`src/rtl/atomchk_pkg.sv`:
```
package atomchk_pkg;
   localparam int ATTR_W = 3;
   localparam logic [ATTR_W-1:0] ATTR_UNCACHED = 3'd0;
   localparam logic [ATTR_W-1:0] ATTR_WTHRU    = 3'd1;
   localparam logic [ATTR_W-1:0] ATTR_WBACK    = 3'd2;
   localparam logic [ATTR_W-1:0] ATTR_ISOLATE  = 3'd3;

   typedef enum logic [1:0] {
      FC_NONE   = 2'd0,
      FC_XLAT   = 2'd1,
      FC_PERM   = 2'd2,
      FC_POLICY = 2'd3
   } fault_class_e;
endpackage

```
`src/rtl/atomchk_access.sv`:
```
module atomchk_access
   import atomchk_pkg::*;
#(
   parameter int CAUSE_W = 6,
   parameter logic [CAUSE_W-1:0] CAUSE_STORE_PROHIB = 6'd29
) (
   input  logic [CAUSE_W-1:0] xlat_code,
   input  logic               perm_rd,
   input  logic               perm_wr,
   output fault_class_e       acc_class,
   output logic [CAUSE_W-1:0] acc_cause
);
   always_comb begin
      acc_class = FC_NONE;
      acc_cause = '0;
      if (xlat_code != '0) begin
         acc_class = FC_XLAT;
         acc_cause = xlat_code;
      end else if (!(perm_rd && perm_wr)) begin
         acc_class = FC_PERM;
         acc_cause = CAUSE_STORE_PROHIB;
      end
   end
endmodule

```
`src/rtl/atomchk_policy.sv`:
```
module atomchk_policy
   import atomchk_pkg::*;
#(
   parameter int FIELD_W    = 2,
   parameter int NUM_FIELDS = 3,
   localparam int CTL_W     = FIELD_W * NUM_FIELDS
) (
   input  logic [ATTR_W-1:0] page_attr,
   input  logic              dcache_present,
   input  logic [CTL_W-1:0]  atom_ctl,
   output logic              pol_fault
);
   logic [FIELD_W-1:0] fld [NUM_FIELDS];
   logic [ATTR_W-1:0]  eff_attr;
   logic [FIELD_W-1:0] sel_fld;
   logic               sel_hit;

   for (genvar g = 0; g < NUM_FIELDS; g++) begin : g_fld
      assign fld[g] = atom_ctl[g*FIELD_W +: FIELD_W];
   end

   assign eff_attr = dcache_present ? page_attr : ATTR_UNCACHED;

   always_comb begin
      sel_fld = '0;
      sel_hit = 1'b0;
      for (int i = 0; i < NUM_FIELDS; i++) begin
         if (eff_attr == ATTR_W'(i)) begin
            sel_fld = fld[i];
            sel_hit = 1'b1;
         end
      end
   end

   assign pol_fault = (eff_attr == ATTR_ISOLATE) || (sel_hit && sel_fld == '0);
endmodule

```
`src/rtl/atomchk_top.sv`:
```
module atomchk_top
   import atomchk_pkg::*;
#(
   parameter int ADDR_W     = 32,
   parameter int CAUSE_W    = 6,
   parameter int FIELD_W    = 2,
   parameter int NUM_FIELDS = 3,
   parameter logic [CAUSE_W-1:0] CAUSE_STORE_PROHIB = 6'd29,
   parameter logic [CAUSE_W-1:0] CAUSE_LS_ERROR     = 6'd3
) (
   input  logic               clk,
   input  logic               rst_n,
   input  logic               chk_valid,
   input  logic [CAUSE_W-1:0] xlat_code,
   input  logic               perm_rd,
   input  logic               perm_wr,
   input  logic [2:0]         page_attr,
   input  logic               dcache_present,
   input  logic [5:0]         atom_ctl,
   input  logic [ADDR_W-1:0]  vaddr,
   output logic               res_valid,
   output logic               res_fault,
   output logic [CAUSE_W-1:0] res_cause,
   output logic [ADDR_W-1:0]  fault_addr
);
   localparam int CTL_W = FIELD_W * NUM_FIELDS;

   if (CTL_W != 6) begin : g_bad_ctl
      $error("atom_ctl port is 6 bits wide; FIELD_W*NUM_FIELDS must be 6");
   end
   if (NUM_FIELDS > 3) begin : g_bad_nf
      $error("policy field count collides with the isolate attribute");
   end
   if (CAUSE_STORE_PROHIB == '0 || CAUSE_LS_ERROR == '0) begin : g_bad_cause
      $error("cause codes must be nonzero");
   end

   fault_class_e       acc_class;
   logic [CAUSE_W-1:0] acc_cause;
   logic               pol_fault;
   logic               nxt_fault;
   logic [CAUSE_W-1:0] nxt_cause;

   atomchk_access #(
      .CAUSE_W(CAUSE_W),
      .CAUSE_STORE_PROHIB(CAUSE_STORE_PROHIB)
   ) u_access (
      .xlat_code(xlat_code),
      .perm_rd  (perm_rd),
      .perm_wr  (perm_wr),
      .acc_class(acc_class),
      .acc_cause(acc_cause)
   );

   atomchk_policy #(
      .FIELD_W   (FIELD_W),
      .NUM_FIELDS(NUM_FIELDS)
   ) u_policy (
      .page_attr     (page_attr),
      .dcache_present(dcache_present),
      .atom_ctl      (atom_ctl[CTL_W-1:0]),
      .pol_fault     (pol_fault)
   );

   always_comb begin
      if (acc_class != FC_NONE) begin
         nxt_fault = 1'b1;
         nxt_cause = acc_cause;
      end else if (pol_fault) begin
         nxt_fault = 1'b1;
         nxt_cause = CAUSE_LS_ERROR;
      end else begin
         nxt_fault = 1'b0;
         nxt_cause = '0;
      end
   end

   always_ff @(posedge clk) begin
      if (!rst_n) begin
         res_valid  <= 1'b0;
         res_fault  <= 1'b0;
         res_cause  <= '0;
         fault_addr <= '0;
      end else begin
         res_valid <= chk_valid;
         res_fault <= chk_valid && nxt_fault;
         res_cause <= chk_valid ? nxt_cause : '0;
         if (chk_valid && nxt_fault) fault_addr <= vaddr;
      end
   end
endmodule

```
`config.mk`:
```
export PLATFORM = sky130hd
export DESIGN_NAME = atomchk_top
export DESIGN_NICKNAME = d
export VERILOG_FILES = /design/src/rtl/atomchk_pkg.sv /design/src/rtl/atomchk_access.sv /design/src/rtl/atomchk_policy.sv /design/src/rtl/atomchk_top.sv
export SDC_FILE = /design/constraint.sdc
export NUM_CORES = 1
export LEC_CHECK = 0
export BUFFER_PORTS_ARGS = -buffer_cell sky130_fd_sc_hd__buf_2
export CORE_MARGIN = 2
export CORE_UTILIZATION = 49
export CTS_CLUSTER_DIAMETER = 30
export CTS_CLUSTER_SIZE = 24
export DETAILED_ROUTE_END_ITERATION = 7
export PLACE_DENSITY = 0.8
export SETUP_SLACK_MARGIN = 0.15
export SLEW_MARGIN = 30
export SYNTH_ARGS = -nofsm -noshare
export SYNTH_HDL_FRONTEND = slang
export SYNTH_SLANG_ARGS = --single-unit
```
`constraint.sdc`:
```
create_clock -name clk -period 1.6 [get_ports clk]
set_input_delay 0.32 -clock clk [delete_from_list [all_inputs] [get_ports clk]]
set_output_delay 0.32 -clock clk [all_outputs]
set_load 0.005 [all_outputs]
```
==> summary.md <==
| Metric | Value |
|---|---|
| Worst EP required | 1.75 ns |
| Per-cell routed wire length | 16.3 um |
| Ys async rst share | 0% |
| Post-Syn Instances | 271 |
| Root Driver | clkbuf_8 |
| Gp weighted congestion | 0.779 |
| Total Negative Setup Slacks | 0 ns |
| Syn_area_per_cell | 9.11 um2 |
| Reg2reg end | fault_addr[16]$_SDFFE_PN0P_ |
| Clock sink count | 40 |
| Setup violators final | 0 |
| Max Buffers Root-to-Sink | 2 |
| Hold_sp | xlat_code[1] |
| Initial antenna violation count | 0 |
| Drt drc | 0 |
| Final HPWL DP | 4320 um |
| Final ANT Viol Nets | 0 |
| Cell variety after synth | 24 |
| Leak pwr | 1.43 nW |
| Syn-to-layout area delta | 23.7% |
| CP arrival | 1.48 ns |
| Net count, final | 399 |
| Yosys reg bits | 40 |
| CTS tree | built |
| Vias | 2624 |
| First-pass GRT wire length | 10900 um |
| I/O Buffers | 92 |
| DR iter-0 viols | 204 |
| Synth area leaders | dfxtp_1 (32%), o211ai_2 (15%), a32oi_1 (11%) |
| Reg2reg start | fault_addr[16]$_SDFFE_PN0P_ |
| Die X | 75.0 um |
| Vias per cell | 6.34 |
| EDFF count, synth | 0 |
| Diodes inserted | 0 |
| Die Ht | 75.0 um |
| Crit share post-route | 82.9% |
| CTS resizes | 0 |
| Vias in the first global route | 2444 |
| Share of cells above drive strength 1 | 41.8% |
| Worst-path maximum fanout | 32 |
| CP startpoint kind | input port |
| Hold path endpoint | res_cause[1]$_SDFF_PN0_ |
| Worst setup path class | input port to flop |
| Site row count | 25 |
| Net count after synthesis | 324 |
| CP Capture Type | flop |
| Seq/Total Area, Yosys | 32.4% |
| GR peak layer | met2 |
| Post-Route WL | 6770 um |
| Clk_lat worst skew | 0.29 ns |
| Status | completed |
| Starting Density | 51.6% |
| I/O pins | 93 |
| Hold WC Path Type | input port to flop |
| Routing usage on met1 | 32.5% |
| Initial DRT Pass Iterations | 5 |
| Worst vdd ir | 0.000403 V |
| Max Freq | 754 MHz |
| CTS hold repair buffers | 0 |
| Worst-Margin Slew | 0.566 ns |
| GRT overflow | 0 |
| Core area | 4790 um2 |
| Largest net degree at the start of global routing | 66 |
| Worst Reg2Reg Path Length in Cells | 2 |
| Area leader, netlist | dfxtp_1 |
| Flop2flop setup slack | 0.76 ns |
| Die ar. | 5620 um2 |
| Final Max Tran Viols | 0 |
| Clk slew on worst S/H paths | 0.07 ns |
| Fin crit period | 1.33 ns |
| Met3 track demand over resource | 6.02% |
| Syn Std Cell Area | 2470 um2 |
| Hold path depth | 3 |
| Setup Fix Bufs, Post-CTS | 0 |
| Share of the synthesized area in the top cell type | 32.4% |
| Met2 Usage GRT | 38.8% |
| Slew margin rel. | 62.3% |
| Final hold violations | 0 |
| Pwr/cell area | 750 nW/um2 |
| Total power | 2.29 mW |
| Count leader, synth | dfxtp_1 |
| Worst Skew | 0 ns |
| Number of synthesis warnings | 0 |
| Htree depth | 2 |
| Gr usage total | 24.5% |
| Synth cell count leaders | dfxtp_1 (40), o211ai_1 (35), and3_1 (34), nand3_1 (33), a32oi_1 (32) |
| Synth Flop Type | dfxtp_1 |
| Max-cap violations | 0 |
| CTS Buf Count | 5 |
| RSZ-0062 raised after global routing | false |
state kept, by name, summed over array words and instances (netlist names):
signal,count
res_fault,1
res_cause,6
fault_addr,32
res_valid,1
cell type report:
| type | count | area [um2] |
|---|---|---|
| Tap cell | 67 | 83.8 |
| Multi-Input combinational cell | 187 | 1450 |
| Inverter | 6 | 22.5 |
| Timing Repair Buffer | 106 | 603 |
| Clock buffer | 8 | 90.1 |
| Sequential cell | 40 | 801 |
| Fill cell | 449 | 1730 |
how the worst max path moves through the flow:
stage | slack, ns | endpoint | cells past startpoint | from
global placement | 0.03 | fault_addr[3]$_SDFFE_PN0P_ | 5 | page_attr[1]
CTS | 0.25 | fault_addr[3]$_SDFFE_PN0P_ | 5 | page_attr[1]
floorplan | 0.19 | fault_addr[0]$_SDFFE_PN0P_ | 5 | xlat_code[5]
detailed placement | -0.06 | fault_addr[3]$_SDFFE_PN0P_ | 5 | page_attr[1]
finish | 0.27 | fault_addr[3]$_SDFFE_PN0P_ | 5 | page_attr[1]
global route | 0.20 | res_cause[0]$_SDFF_PN0_ | 6 | page_attr[1]
stage by stage:
stage / instance area (um2) / utilization, % / worst slack (ns) / hold slack [ns] / std cells
after floorplan: 2470 / - / 0.194 / 0.449 / 271
after CTS: 3050 / 63.6 / 0.250 / 0.282 / 414
after detailed placement: 2960 / 61.8 / -0.0557 / 0.507 / 406
after global routing: 3050 / 63.8 / 0.200 / 0.285 / 414
after global placement: 2960 / 61.8 / 0.0269 / 0.487 / 406
final: 3050 / 63.8 / 0.273 / 0.282 / 414
cells by family (layout without fill, tap and decap cells):
| kind of cell | after synthesis | after routing | synth area share [%] |
|---|---|---|---|
| AO/OA/AOI/OAI | 106 | 106 | 39.8 |
| buffers and inverters | 44 | 120 | 9.27 |
| flip-flops | 40 | 40 | 32.4 |
| AND/OR/NAND/NOR | 81 | 81 | 18.4 |
placed cells by master (no fill, tap or decap):
| master | synthesis | layout |
|---|---|---|
| buf_2 | 9 | 92 |
| dfxtp_1 | 40 | 40 |
| o211ai_1 | 35 | 35 |
| and3_1 | 34 | 34 |
| nand3_1 | 33 | 33 |
| a32oi_1 | 32 | 32 |
| o211ai_2 | 30 | 30 |
| buf_4 | 0 | 11 |
| inv_1 | 6 | 6 |
| clkbuf_8 | 0 | 6 |
| nor2_1 | 5 | 5 |
| nor3_1 | 4 | 4 |
| buf_12 | 0 | 3 |
| and2_1 | 2 | 2 |
| o21ai_0 | 2 | 2 |
| a21oi_1 | 2 | 2 |
| clkbuf_1 | 21 | 2 |
| o311a_1 | 1 | 1 |
| nor3_4 | 0 | 1 |
| o21ai_1 | 1 | 1 |
| a211o_1 | 1 | 1 |
| o21a_4 | 1 | 1 |
| nor4_4 | 0 | 1 |
| nand2_1 | 1 | 1 |
| a31oi_1 | 1 | 1 |
worst max-delay path: stages:
cell and delay [ns]:
buf_2 0.11, nor3_1 0.19, a211o_1 0.17, o21a_4 0.50, o211ai_1 0.18
layer usage:
layer / vias up / part of all wire (%)
li1: 1242 / -
met1: 1230 / 45
met2: 142 / 45
met3: 10 / 9.2
met4: 0 / 1.3
met5: - / 0
where the power goes:
group | internal [mW] | leakage (nW) | switching, mW
sequential | 1.07 | 0.331 | 0.0522
combinational | 0.211 | 1.05 | 0.262
clock | 0.352 | 0.0455 | 0.347
Note: power is estimated with default switching activity, not from simulation.
